`src/rtl/cantx_pkg.sv`:
```
package cantx_pkg;

  typedef enum logic [1:0] {
    MODE_OFF    = 2'd0,
    MODE_SILENT = 2'd1,
    MODE_NORMAL = 2'd2
  } mode_e;

  // strobes from control to the time-out counter
  typedef struct packed {
    logic cntClear;
    logic cntRun;
  } tmrStrobe_t;

endpackage

```
`src/rtl/cantx_datapath.sv`:
```
module cantx_datapath #(
  parameter int unsigned TIMEOUT_CYC = 16000,
  parameter int unsigned SYNC_STAGES = 2,
  parameter bit          TXD_IDLE    = 1'b1,
  parameter bit          SILENT_IDLE = 1'b0,
  parameter bit          ENABLE_IDLE = 1'b0
) (
  input  logic                   clk,
  input  logic                   rstN,
  input  logic                   txdIn,
  input  logic                   silentIn,
  input  logic                   enableIn,
  input  cantx_pkg::tmrStrobe_t  strobe,
  output logic                   txdSync,
  output logic                   txdPrev,
  output logic                   silentSync,
  output logic                   enableSync,
  output logic                   timeoutHit
);

  localparam int unsigned PIN_CNT = 3;
  localparam int unsigned CNT_W   = $clog2(TIMEOUT_CYC + 1);
  localparam logic [CNT_W-1:0] CNT_LIMIT = CNT_W'(TIMEOUT_CYC);
  localparam logic [PIN_CNT-1:0] PIN_IDLE = {ENABLE_IDLE, SILENT_IDLE, TXD_IDLE};

  logic [PIN_CNT-1:0] syncStage [SYNC_STAGES];
  logic [PIN_CNT-1:0] pinRaw;
  logic [CNT_W-1:0]   domCnt;

  assign pinRaw = {enableIn, silentIn, txdIn};

  // synchronizer chain, reset to the unconnected-pin levels
  for (genvar s = 0; s < SYNC_STAGES; s++) begin : g_sync
    always_ff @(posedge clk or negedge rstN) begin
      if (!rstN) begin
        syncStage[s] <= PIN_IDLE;
      end else begin
        syncStage[s] <= (s == 0) ? pinRaw : syncStage[(s == 0) ? 0 : s - 1];
      end
    end
  end

  assign txdSync    = syncStage[SYNC_STAGES-1][0];
  assign silentSync = syncStage[SYNC_STAGES-1][1];
  assign enableSync = syncStage[SYNC_STAGES-1][2];

  always_ff @(posedge clk or negedge rstN) begin
    if (!rstN) begin
      txdPrev <= TXD_IDLE;
    end else begin
      txdPrev <= txdSync;
    end
  end

  // saturating dominant-duration counter
  always_ff @(posedge clk or negedge rstN) begin
    if (!rstN) begin
      domCnt <= '0;
    end else if (strobe.cntClear) begin
      domCnt <= '0;
    end else if (strobe.cntRun && (domCnt != CNT_LIMIT)) begin
      domCnt <= domCnt + 1'b1;
    end
  end

  assign timeoutHit = (domCnt == CNT_LIMIT);

endmodule

```
`src/rtl/cantx_control.sv`:
```
module cantx_control #(
  parameter bit HAS_ENABLE = 1'b1
) (
  input  logic                   clk,
  input  logic                   rstN,
  input  logic                   txdSync,
  input  logic                   txdPrev,
  input  logic                   silentSync,
  input  logic                   enableSync,
  input  logic                   timeoutHit,
  input  logic                   overTempIn,
  input  logic                   busDomIn,
  output cantx_pkg::tmrStrobe_t  strobe,
  output cantx_pkg::mode_e       modeSel,
  output logic                   drvDominant,
  output logic                   rxdOut,
  output logic                   rxdOe,
  output logic                   timeoutActive,
  output logic                   thermalActive
);

  import cantx_pkg::*;

  logic txFall;
  logic txRise;
  logic armed;
  logic enEff;
  logic thermOff;

  assign txFall = txdPrev & ~txdSync;
  assign txRise = ~txdPrev & txdSync;

  if (HAS_ENABLE) begin : g_en
    assign enEff = enableSync;
  end else begin : g_noen
    assign enEff = 1'b1;
  end

  always_comb begin
    if (!enEff) begin
      modeSel = MODE_OFF;
    end else if (silentSync) begin
      modeSel = MODE_SILENT;
    end else begin
      modeSel = MODE_NORMAL;
    end
  end

  // armed on a falling edge, disarmed on a rising edge
  always_ff @(posedge clk or negedge rstN) begin
    if (!rstN) begin
      armed <= 1'b0;
    end else if (txFall) begin
      armed <= 1'b1;
    end else if (txRise) begin
      armed <= 1'b0;
    end
  end

  assign strobe.cntClear = txFall | txRise;
  assign strobe.cntRun   = armed & ~txdSync;

  // thermal latch: releases only when cool and transmit data high
  always_ff @(posedge clk or negedge rstN) begin
    if (!rstN) begin
      thermOff <= 1'b0;
    end else if (overTempIn) begin
      thermOff <= 1'b1;
    end else if (txdSync) begin
      thermOff <= 1'b0;
    end
  end

  assign drvDominant   = (modeSel == MODE_NORMAL) & ~txdSync & ~timeoutHit & ~thermOff;
  assign rxdOe         = (modeSel != MODE_OFF);
  assign rxdOut        = ~busDomIn;
  assign timeoutActive = timeoutHit;
  assign thermalActive = thermOff;

endmodule

```
`src/rtl/cantx_ctrl.sv`:
```
module cantx_ctrl #(
  parameter int unsigned TIMEOUT_CYC = 16000,
  parameter bit          HAS_ENABLE  = 1'b1,
  parameter bit          TXD_IDLE    = 1'b1,
  parameter bit          SILENT_IDLE = 1'b0,
  parameter bit          ENABLE_IDLE = 1'b0
) (
  input  logic clk,
  input  logic rstN,
  input  logic txdIn,
  input  logic silentIn,
  input  logic enableIn,
  input  logic busDomIn,
  input  logic overTempIn,
  output logic drvDominant,
  output logic rxdOut,
  output logic rxdOe,
  output logic timeoutActive,
  output logic thermalActive
);

  cantx_pkg::tmrStrobe_t tmrStrobe;
  cantx_pkg::mode_e      modeSel;
  logic txdSync;
  logic txdPrev;
  logic silentSync;
  logic enableSync;
  logic timeoutHit;

  cantx_datapath #(
    .TIMEOUT_CYC (TIMEOUT_CYC),
    .SYNC_STAGES (2),
    .TXD_IDLE    (TXD_IDLE),
    .SILENT_IDLE (SILENT_IDLE),
    .ENABLE_IDLE (ENABLE_IDLE)
  ) i_datapath (
    .clk        (clk),
    .rstN       (rstN),
    .txdIn      (txdIn),
    .silentIn   (silentIn),
    .enableIn   (enableIn),
    .strobe     (tmrStrobe),
    .txdSync    (txdSync),
    .txdPrev    (txdPrev),
    .silentSync (silentSync),
    .enableSync (enableSync),
    .timeoutHit (timeoutHit)
  );

  cantx_control #(
    .HAS_ENABLE (HAS_ENABLE)
  ) i_control (
    .clk           (clk),
    .rstN          (rstN),
    .txdSync       (txdSync),
    .txdPrev       (txdPrev),
    .silentSync    (silentSync),
    .enableSync    (enableSync),
    .timeoutHit    (timeoutHit),
    .overTempIn    (overTempIn),
    .busDomIn      (busDomIn),
    .strobe        (tmrStrobe),
    .modeSel       (modeSel),
    .drvDominant   (drvDominant),
    .rxdOut        (rxdOut),
    .rxdOe         (rxdOe),
    .timeoutActive (timeoutActive),
    .thermalActive (thermalActive)
  );

endmodule

```
`config.mk`:
```
export PLATFORM = sky130hd
export DESIGN_NAME = cantx_ctrl
export DESIGN_NICKNAME = d
export VERILOG_FILES = /design/src/rtl/cantx_pkg.sv /design/src/rtl/cantx_datapath.sv /design/src/rtl/cantx_control.sv /design/src/rtl/cantx_ctrl.sv
export SDC_FILE = /design/constraint.sdc
export NUM_CORES = 1
export LEC_CHECK = 0
export BUFFER_PORTS_ARGS = -buffer_cell sky130_fd_sc_hd__clkbuf_2
export CORE_MARGIN = 10
export CORE_UTILIZATION = 30
export CTS_CLUSTER_DIAMETER = 60
export DETAILED_ROUTE_END_ITERATION = 6
export SLEW_MARGIN = 20
export SYNTH_ARGS = -nofsm -noshare
export SYNTH_HDL_FRONTEND = slang
export SYNTH_SLANG_ARGS = --single-unit
```
`constraint.sdc`:
```
create_clock -name clk -period 4.25 [get_ports clk]
set_clock_uncertainty 0.15 [all_clocks]
set_input_delay 0.2125 -clock clk [delete_from_list [all_inputs] [get_ports clk]]
set_output_delay 0.2125 -clock clk [all_outputs]
set_load 0.05 [all_outputs]
```
==> results of run 1 <==
## registers in the layout, indices dropped and copies added, names as in the netlist
name and cells:
i_control.armed 1, i_datapath.silentSync 1, i_datapath.syncStage 3, i_control.thermalActive 1
i_datapath.txdPrev 1, i_datapath.txdSync 1, i_datapath.enableSync 1, i_datapath.domCnt 14
## power groups by stage
stage	registers (uW)	logic [uW]	clock network [uW]
CTS	231	35.3	102
detailed placement	235	31.7	0
global route	232	38.0	112
floorplan	236	18.0	0
global placement	235	31.2	0
finish	231	34.2	99.1
## final cells by class
| type | count | share of cell area [%] |
|---|---|---|
| tap | 46 | 4.67 |
| multi-input combinational | 65 | 36.2 |
| timing repair buffer | 16 | 8.52 |
| clock buffer | 4 | 2.13 |
| sequential | 23 | 47.0 |
| inverter | 5 | 1.52 |
## cells in the final DEF (no fill, tap or decap), types with 4 or more instances in the layout
cell           instances
clkbuf_2              11
a21oi_1                6
or3_1                  5
nand4_1                5
dfrtp_1               20
dlygate4sd3_1          5
nand2_1                8
xor2_1                 5
inv_1                  5
o21ai_0                4
nor2_1                 6
## routing by layer
metal / up-vias / share of wire [%]
li1: 371 / -
met2: 13 / 48
met5: - / 0
met3: 4 / 4.5
met4: 0 / 1.5
met1: 373 / 46
## what timing repair did
| action | CTS | global route |
|---|---|---|
| endpoints found under the setup margin | 0 | 0 |
| resized for setup | 0 | 0 |
| endpoints found under the hold margin | 24 | 0 |
| hold buffers | 5 | 0 |
## worst min path at each step
stage,cells after the start,to,start
floorplan,0,i_control.armed,rstN
global placement,1,i_datapath.domCnt[1],rstN
detailed placement,1,i_datapath.domCnt[1],rstN
CTS,0,i_datapath.txdSync,i_datapath.syncStage[3]
global route,0,i_datapath.txdSync,i_datapath.syncStage[3]
finish,0,i_datapath.txdSync,i_datapath.syncStage[3]
## through the flow
stage               setup WS, ns  power, uW  cell area, sq um  util, %
global placement            2.17        266              1160     34.4
global route                1.71        382              1230     36.7
finish                      1.82        365              1230     36.7
floorplan                   1.56        254              1050        -
CTS                         1.80        369              1230     36.7
detailed placement          2.13        267              1160     34.4
## cell families after synthesis
logic type / after synthesis / share of synthesized area, %
simple gates: 40 / 24.3
buf+inv: 7 / 2.50
xor+xnor: 6 / 4.99
fa+ha+maj: 3 / 3.57
flops: 23 / 55.1
compound gates: 13 / 6.66
mux: 3 / 2.97
## critical path, cell delays in order (launching register included)
cell,delay (ns)
dfrtp_1,0.47
or4_4,0.55
nor4_4,0.40
clkbuf_2,0.35
==> reports/results.ini, run 1 <==
[placed_design]
dp_hpwl_um = 1430
gp_congestion = 0.772
io_buffers = 11
dp_cells = 150

[synthesis]
yosysSeqAreaShare_pct = 55.1
yosysTopAreaCell = dfrtp_1
synth_commonest_cells = dfrtp_1, nand2_1, a21oi_1, nor2_1
synth_nets = 105
ys_ff_latch = 23
netlist.area_leader.share_pct = 47.6
syn-cell-area_sq_mm = 0.00105
ys.flop_type = dfrtp_1
yosys-top-cells-area = dfrtp_1, dfstp_2, xor2_1, ha_1, nand4_1
yosys_warnings = 0
yosysUniqueCellTypes = 31
syn-instance-count = 95
synth-edff-count = 0
yosysMostFrequentCell = dfrtp_1
synthArstFlopShare_pct = 100
post_synth.cell_area_avg_sq_um = 11.1

[sta]
finalSetupTns_ns = 0
hold_viol = 0
timing.final.crit_share_pct = 57.2
slew_violations = 0
tightestPinTransition_ns = 0.553
rsz0062_at_grt = no
worst_hold_slack_ns = 0.218
period_minus_slack_ns = 2.43
setup_violations = 0
clock.fmax_mhz = 411
slew_headroom_pct = 63.1

[global_route]
antenna_found_initial = 0
grt_use_total_pct = 6.29
busiest_layer = met2
grt_overflow = 0
grt_util_met3_pct = 2.25
grt_use_met1_pct = 7.37
grt_use_met2_pct = 10.1
grt_pass1_wl_um = 3260
grt_pass1_vias = 748
grt_start_max_net_pins = 24

[cells_and_area]
multiInputGateArea_sq_um = 447
stdcell_count = 159
num_antenna_cells = 0
nets = 124
drive_gt1_share_pct = 20.4
area_growth_pct = 17.2
fillers = 358
regArea_sq_um = 579

[route]
postRouteAntennaNets = 0
vias = 761
drtIter0Drc = 6
routedWlPerCell_um = 11.9
drt_wl_total_um = 1890
drtPass1Iterations = 2
viasPerCell = 4.79
drc_errors = 0

[clock_network]
cts_setup_buffers = 0
cts_tree = yes
clockBufferDepth = 2
cts_max_level = 1
cts_buffers = 3
clk_pin_slew_ns = 0.12
insertion_delay_ns = 0.30
root_buffer = clkbuf_4
cts.sinks = 23

[setup_path]
arrival_ns = 2.07
crit_required_ns = 3.89
endpoint_kind = output pin
worstSetupPathType = flop to output pin
endpoint = timeoutActive
crit_path_max_fanout = 8
r2r_start = i_datapath.domCnt[2]
r2r_cells = 4
cp-start-kind = flop
r2r-end = i_datapath.domCnt[1]
ff2ff_setup_slack_ns = 2.33
startpoint = i_datapath.domCnt[2]

[run]
maxCapViolations = 0

[floorplan]
dieArea_sq_mm = 0.00628
io_pins = 12
coreArea_sq_mm = 0.00336
initial_core_util_pct = 31.3
rows = 21
die_h_um = 79.2
die_w_um = 79.2

[power]
combPwrFrac_pct = 9.4
p_seq_share_pct = 63.5
p_int_uw = 276
power.switching_uw = 89.0
irDropWorstVdd_v = 0.000169
powerDensity_mw_per_mm2 = 296
p_leak_uw = 0.000524
p_clk_share_pct = 27.2
switching_share_pct = 24.4

[worst_hold_path]
hold_path_class = flop to flop

[outcome]
status = complete, no violations

(Power assumes the default switching activity.)
==> run 2, diff against run 1 <==
Clock period 4.25 ns to 2.3 ns, I/O delays scaled along.
==> run 2 against run 1 <==
Against the previous run:
- via count rose by 3.2%
- largest cell class unchanged
- non-clock buffer count up 4
- die area is the same
- critical endpoint unchanged
- hold slack lost 0.076 ns
- critical path depth stayed put
- sequential share of layout area fell by 1.5 points
- count of clock-buffer cells in the layout shrank 1
- global-route usage rose by 0.37 points
- worst setup slack worse by 1.8 ns
- combinational power grew 88%
- sequential power increased by 85%
==> reports/results.ini, run 2 (same netlist as run 1, synthesis figures left out) <==
[cells_and_area]
layout_top_registers = i_datapath.domCnt: 14 flops, i_datapath.syncStage: 3 flops  ; unchanged
layout_common_cells = dfrtp_1, clkbuf_2, nand2_1  ; was dfrtp_1, clkbuf_2, nand2_1, nor2_1, a21oi_1
largest_reg_flops = 14  ; unchanged
final_common_cell = dfrtp_1  ; unchanged
nets = 128  ; was 124
fillers = 332  ; was 358
top_register = i_datapath.domCnt  ; unchanged
num_antenna_cells = 0  ; unchanged
regArea_sq_um = 582  ; was 579 sq um
drive_gt1_share_pct = 26.5  ; was 20.4%
multiInputGateArea_sq_um = 453  ; was 447 sq um
area_growth_pct = 21.8  ; was 17.2%
stdcell_count = 163  ; was 159

[floorplan]
initial_core_util_pct = 31.3  ; unchanged
die_h_um = 79.2  ; unchanged
coreArea_sq_mm = 0.00336  ; unchanged
die_w_um = 79.2  ; unchanged
dieArea_sq_mm = 0.00628  ; unchanged
io_pins = 12  ; unchanged
rows = 21  ; unchanged

[clock_network]
cts.sinks = 23  ; unchanged
cts_tree = yes  ; unchanged
root_buffer = clkbuf_4  ; unchanged
cts_buffers = 3  ; unchanged
clk_pin_slew_ns = 0.13  ; was 0.12 ns
clockBufferDepth = 2  ; unchanged
cts_max_level = 1  ; unchanged
insertion_delay_ns = 0.32  ; was 0.30 ns

[global_route]
antenna_found_initial = 0  ; unchanged
grt_start_max_net_pins = 24  ; unchanged
grt_pass1_wl_um = 3460  ; was 3260 um
grt_overflow = 0  ; unchanged
grt_use_total_pct = 6.66  ; was 6.29%
grt_pass1_vias = 782  ; was 748

[setup_path]
arrival_ns = 1.97  ; was 2.07 ns
cp-start-kind = flop  ; unchanged
crit_path_max_fanout = 5  ; was 8
crit_required_ns = 2.04  ; was 3.89 ns
endpoint_kind = output pin  ; unchanged
critPathSlowestCell = or4_4  ; unchanged
critPathMaxStageDelay_ns = 0.56  ; was 0.55 ns
cp_cell_sequence = or4_4, nor4_4, buf_4  ; was or4_4, nor4_4, clkbuf_2
worstSetupPathType = flop to output pin  ; unchanged

[sta]
period_minus_slack_ns = 2.24
slew_violations = 0  ; unchanged
hold_viol = 0  ; unchanged
layout_setup_ws_ns = 0.0613  ; was 1.82 ns
slew_headroom_pct = 63.3  ; was 63.1%
clock.fmax_mhz = 447
rsz0062_at_grt = yes  ; was no
setup_violations = 0  ; unchanged
timing.final.crit_share_pct = 97.3
tightestPinTransition_ns = 0.551  ; was 0.553 ns

[placed_design]
gp_congestion = 0.801  ; was 0.772
pre_cts_ws_ns = 0.368  ; was 2.13 ns
io_buffers = 11  ; unchanged
dp_hpwl_um = 1410  ; was 1430 um
dp_cells = 150  ; unchanged

[route]
drc_errors = 0  ; unchanged
vias = 785  ; was 761
drt_wl_total_um = 2010  ; was 1890 um
routedWlPerCell_um = 12.3  ; was 11.9 um
drtPass1Iterations = 4  ; was 2
viasPerCell = 4.82  ; was 4.79
drtIter0Drc = 19  ; was 6
postRouteAntennaNets = 0  ; unchanged

[power]
switching_share_pct = 25.6  ; was 24.4%
powerDensity_mw_per_mm2 = 534  ; was 296 mW/mm^2
power.switching_uw = 175  ; was 89.0 uW
p_leak_uw = 0.000544  ; was 0.000524 uW
p_int_uw = 509  ; was 276 uW
total_power_uw = 684  ; was 365 uW
p_seq_share_pct = 62.6  ; was 63.5%
combPwrFrac_pct = 9.4  ; about the same
irDropWorstVdd_v = 0.000392  ; was 0.000169 V
p_clk_share_pct = 28.0  ; was 27.2%

[run]
maxCapViolations = 0  ; unchanged

[worst_hold_path]
hold_path_class = input port to async pin  ; was flop to flop

[outcome]
status = complete, no violations  ; unchanged

-- run 2: cell types whose count changed in the layout (fill, tap and decap cells not counted), sizes merged --
| cell | previous run | this run |
|---|---|---|
| clkinvlp | 0 | 1 |
| clkbuf | 15 | 12 |
| buf | 0 | 6 |
-- run 2: worst max-delay path: cells and delay by family (launching register included) --
kind / cells / cell delay, ns
buf+inv: 1 / 0.27
flops: 1 / 0.43
simple gates: 2 / 0.95
-- run 2: what timing repair did --
item / in CTS / in global routing
pin swaps: 0 / 3
gates cloned: 0 / 0
hold buffers: 5 / 0
hold endpoints to repair: 27 / 0
setup buffers: 0 / 4
gates resized for setup: 1 / 6
setup endpoints to repair: 1 / 2
-- run 2: worst paths after layout --
path | end | slack [ns] | from | cells after the start
worst min register to register | i_datapath.txdSync | 0.22 | i_datapath.syncStage[3] | 0
worst max-delay path | timeoutActive | 0.06 | i_datapath.domCnt[6] | 3
worst min-delay path | i_datapath.domCnt[2] | 0.14 | rstN | 2
min in group clk | i_datapath.txdSync | 0.22 | i_datapath.syncStage[3] | 0
worst max register to register | i_datapath.domCnt[0] | 0.30 | i_datapath.domCnt[6] | 5
max in group asynchronous | i_datapath.domCnt[3] | 1.46 | rstN | 2
-- run 2: routing by layer --
layer / up-vias / global-route usage [%] / wire (um)
met4: 0 / 2.15 / 25
met5: - / 0 / 0
met3: 4 / 3.38 / 133
met1: 385 / 7.17 / 888
met2: 15 / 11.1 / 966
li1: 381 / - / -
-- run 2: area by class of cell --
type                       instances  area share [%]
clock inverter                     1           0.586
multi-input combinational         65            35.4
sequential                        23            45.4
tap                               46            4.49
clock buffer                       3            1.76
inverter                           5            1.46
timing repair buffer              20            10.9
-- run 2: through the flow --
stage	area [sq um]	hold slack, ns	setup TNS, ns	utilization [%]
after floorplan	1060	-0.331	0	-
after global placement	1160	-0.0234	0	34.6
after detailed placement	1160	-0.0210	0	34.6
after CTS	1250	0.159	0	37.1
after global routing	1280	0.191	-0.0136	38.1
final	1280	0.143	0	38.1
-- run 2: power by group through the flow --
| stage | clock network, uW | logic [uW] | registers [uW] |
|---|---|---|---|
| finish | 192 | 64.2 | 428 |
| global route | 214 | 70.4 | 429 |
| CTS | 198 | 64.9 | 428 |
| detailed placement | 0 | 58.2 | 435 |
| global placement | 0 | 57.0 | 435 |
| floorplan | 0 | 33.6 | 437 |
==> run 3, diff against run 2 <==
--- a/config.mk
+++ b/config.mk
@@ -9,5 +9,4 @@
 export CORE_MARGIN = 10
 export CORE_UTILIZATION = 30
-export CTS_CLUSTER_DIAMETER = 60
 export DETAILED_ROUTE_END_ITERATION = 6
 export SLEW_MARGIN = 20
==> constraint.sdc (replaced) <==
create_clock -name clk -period 2.3 [get_ports clk]
set_clock_uncertainty 0.15 [all_clocks]
set_input_delay 0.23 -clock clk [delete_from_list [all_inputs] [get_ports clk]]
set_output_delay 0.23 -clock clk [all_outputs]
set_load 0.05 [all_outputs]
==> run 3 against run 2 <==
Against the previous run:
- routed wire length up 7.3%
- count of clock-buffer cells in the layout is the same
- global-route usage is 0.54 points higher
- critical path depth rose by 2
- final area grew 3.5%
- critical endpoint is now drvDominant
- largest power group unchanged
- first-iteration DRC count up 74%
- combinational power is 2% higher
- critical path type unchanged
- sequential share of layout area down 1.5 points
- hold slack improved by 0.072 ns
- largest cell class unchanged
- via count up 1.8%
- worst setup slack gained 0.033 ns
- power down 0.35%
==> reports/results.ini, run 3 (same netlist as run 1, synthesis figures left out) <==
[floorplan]
die_h_um = 79.2  ; unchanged
initial_core_util_pct = 31.3  ; unchanged
rows = 21  ; unchanged
die_w_um = 79.2  ; unchanged
dieArea_sq_mm = 0.00628  ; unchanged
coreArea_sq_mm = 0.00336  ; unchanged
io_pins = 12  ; unchanged

[setup_path]
endpoint_kind = output pin  ; unchanged
arrival_ns = 1.83  ; was 1.97 ns
worstSetupPathType = flop to output pin  ; unchanged
crit_path_max_fanout = 4  ; was 5
cp-start-kind = flop  ; unchanged
crit_required_ns = 1.92  ; was 2.04 ns

[cells_and_area]
final_common_cell = dfrtp_1  ; unchanged
top_register = i_datapath.domCnt  ; unchanged
area_growth_pct = 26.0  ; was 21.8%
multiInputGateArea_sq_um = 464  ; was 453 sq um
largest_reg_flops = 14  ; unchanged
layout_common_cells = dfrtp_1, clkbuf_2, nand2_1, buf_4  ; was dfrtp_1, clkbuf_2, nand2_1
final_area_sq_mm = 0.00133  ; was 0.00128 sq mm
regArea_sq_um = 582  ; unchanged
drive_gt1_share_pct = 28.3  ; was 26.5%
layout_top_registers = i_datapath.domCnt: 14 flops, i_datapath.syncStage: 3 flops  ; unchanged
num_antenna_cells = 0  ; unchanged
fillers = 341  ; was 332
nets = 131  ; was 128

[power]
irDropWorstVdd_v = 0.000348  ; was 0.000392 V
p_leak_uw = 0.000570  ; was 0.000544 uW
powerDensity_mw_per_mm2 = 514  ; was 534 mW/mm^2

[clock_network]
cts_max_level = 1  ; unchanged
insertion_delay_ns = 0.31  ; was 0.32 ns
cts.sinks = 23  ; unchanged
root_buffer = clkbuf_4  ; unchanged
cts_tree = yes  ; unchanged
clockBufferDepth = 2  ; unchanged
cts_buffers = 3  ; unchanged
clk_pin_slew_ns = 0.13  ; about the same

[placed_design]
pre_cts_ws_ns = 0.262  ; was 0.368 ns
dp_hpwl_um = 1510  ; was 1410 um
gp_congestion = 0.777  ; was 0.801
io_buffers = 11  ; unchanged
dpl-instance-area_sq_mm = 0.00118  ; was 0.00116 sq mm

[sta]
setup_violations = 0  ; unchanged
clock.fmax_mhz = 453  ; was 447 MHz
tightestPinTransition_ns = 0.551  ; about the same
rsz0062_at_grt = no  ; was yes
slew_headroom_pct = 63.3  ; about the same
slew_violations = 0  ; unchanged
period_minus_slack_ns = 2.21  ; was 2.24 ns
layout_setup_ws_ns = 0.0943  ; was 0.0613 ns
hold_viol = 0  ; unchanged
timing.final.crit_share_pct = 95.9  ; was 97.3%

[route]
drtPass1Iterations = 4  ; unchanged
drt_wl_total_um = 2160  ; was 2010 um
vias = 799  ; was 785
drtIter0Drc = 33  ; was 19
drc_errors = 0  ; unchanged
viasPerCell = 4.81  ; was 4.82
routedWlPerCell_um = 13.0  ; was 12.3 um
postRouteAntennaNets = 0  ; unchanged

[global_route]
grt_start_max_net_pins = 24  ; unchanged
grt_pass1_vias = 834  ; was 782
grt_use_total_pct = 7.19  ; was 6.66%
grt_pass1_wl_um = 3760  ; was 3460 um
grt_overflow = 0  ; unchanged
antenna_found_initial = 0  ; unchanged

[worst_hold_path]
hold_path_class = flop to flop  ; was input port to async pin

[run]
maxCapViolations = 0  ; unchanged

[outcome]
status = complete, no violations  ; unchanged

[run 3: worst paths after layout]
check | slack [ns] | end | cells past startpoint | from
worst max-delay path | 0.09 | drvDominant | 5 | i_datapath.domCnt[3]
worst min-delay path | 0.21 | i_datapath.txdSync | 0 | i_datapath.syncStage[3]
worst max register to register | 0.41 | i_datapath.domCnt[1] | 6 | i_datapath.domCnt[3]
worst min register to register | 0.21 | i_datapath.txdSync | 0 | i_datapath.syncStage[3]
max in group asynchronous | 1.34 | i_datapath.domCnt[2] | 2 | rstN
min in group asynchronous | 0.26 | i_datapath.enableSync | 2 | rstN
[run 3: layer usage]
metal | part of all wire (%) | global-route usage [%] | vias up | wire length, um
li1 | - | - | 388 | -
met1 | 43 | 8.37 | 385 | 930
met2 | 48 | 11.3 | 20 | 1040
met3 | 6.7 | 2.82 | 6 | 145
met4 | 1.9 | 3.58 | 0 | 42
met5 | 0 | 0 | - | 0
[run 3: timing repair]
| item | 4_1_cts | 5_1_grt |
|---|---|---|
| hold buffers | 5 | 0 |
| hold endpoints to repair | 24 | 0 |
| pin swaps | 3 | 2 |
| setup endpoints to repair | 2 | 2 |
| setup buffers | 2 | 4 |
| gates resized for setup | 6 | 2 |
[run 3: cell type report]
class / instances / area share (%)
flip-flops and latches: 23 / 43.9
multi-input cells: 65 / 35.0
repair buffers: 23 / 13.3
well taps: 46 / 4.34
clock buffers: 3 / 1.70
inverters: 5 / 1.42
clock inverters: 1 / 0.377
[run 3: power by group]
group	total (uW)	switching (uW)	internal (uW)
logic	65.7	40.9	24.9
clock network	187	122	65.0
registers	429	10.7	418
[run 3: worst max-delay path: stages, from the launching register on]
cell and delay, ns:
dfrtp_2 0.45, or4_4 0.55, nor4_4 0.13, buf_4 0.18
nor4_4 0.04, buf_8 0.15
[run 3: through the flow]
step / std cells / utilization, % / setup TNS [ns] / power (uW) / hold slack, ns
after detailed placement: 151 / 35.1 / 0 / 496 / 0.0940
after CTS: 162 / 38.4 / -0.00898 / 687 / 0.216
after floorplan: 95 / - / 0 / 472 / -0.216
after global routing: 166 / 39.4 / 0 / 716 / 0.220
after global placement: 151 / 35.1 / 0 / 493 / 0.0881
final: 166 / 39.4 / 0 / 681 / 0.215
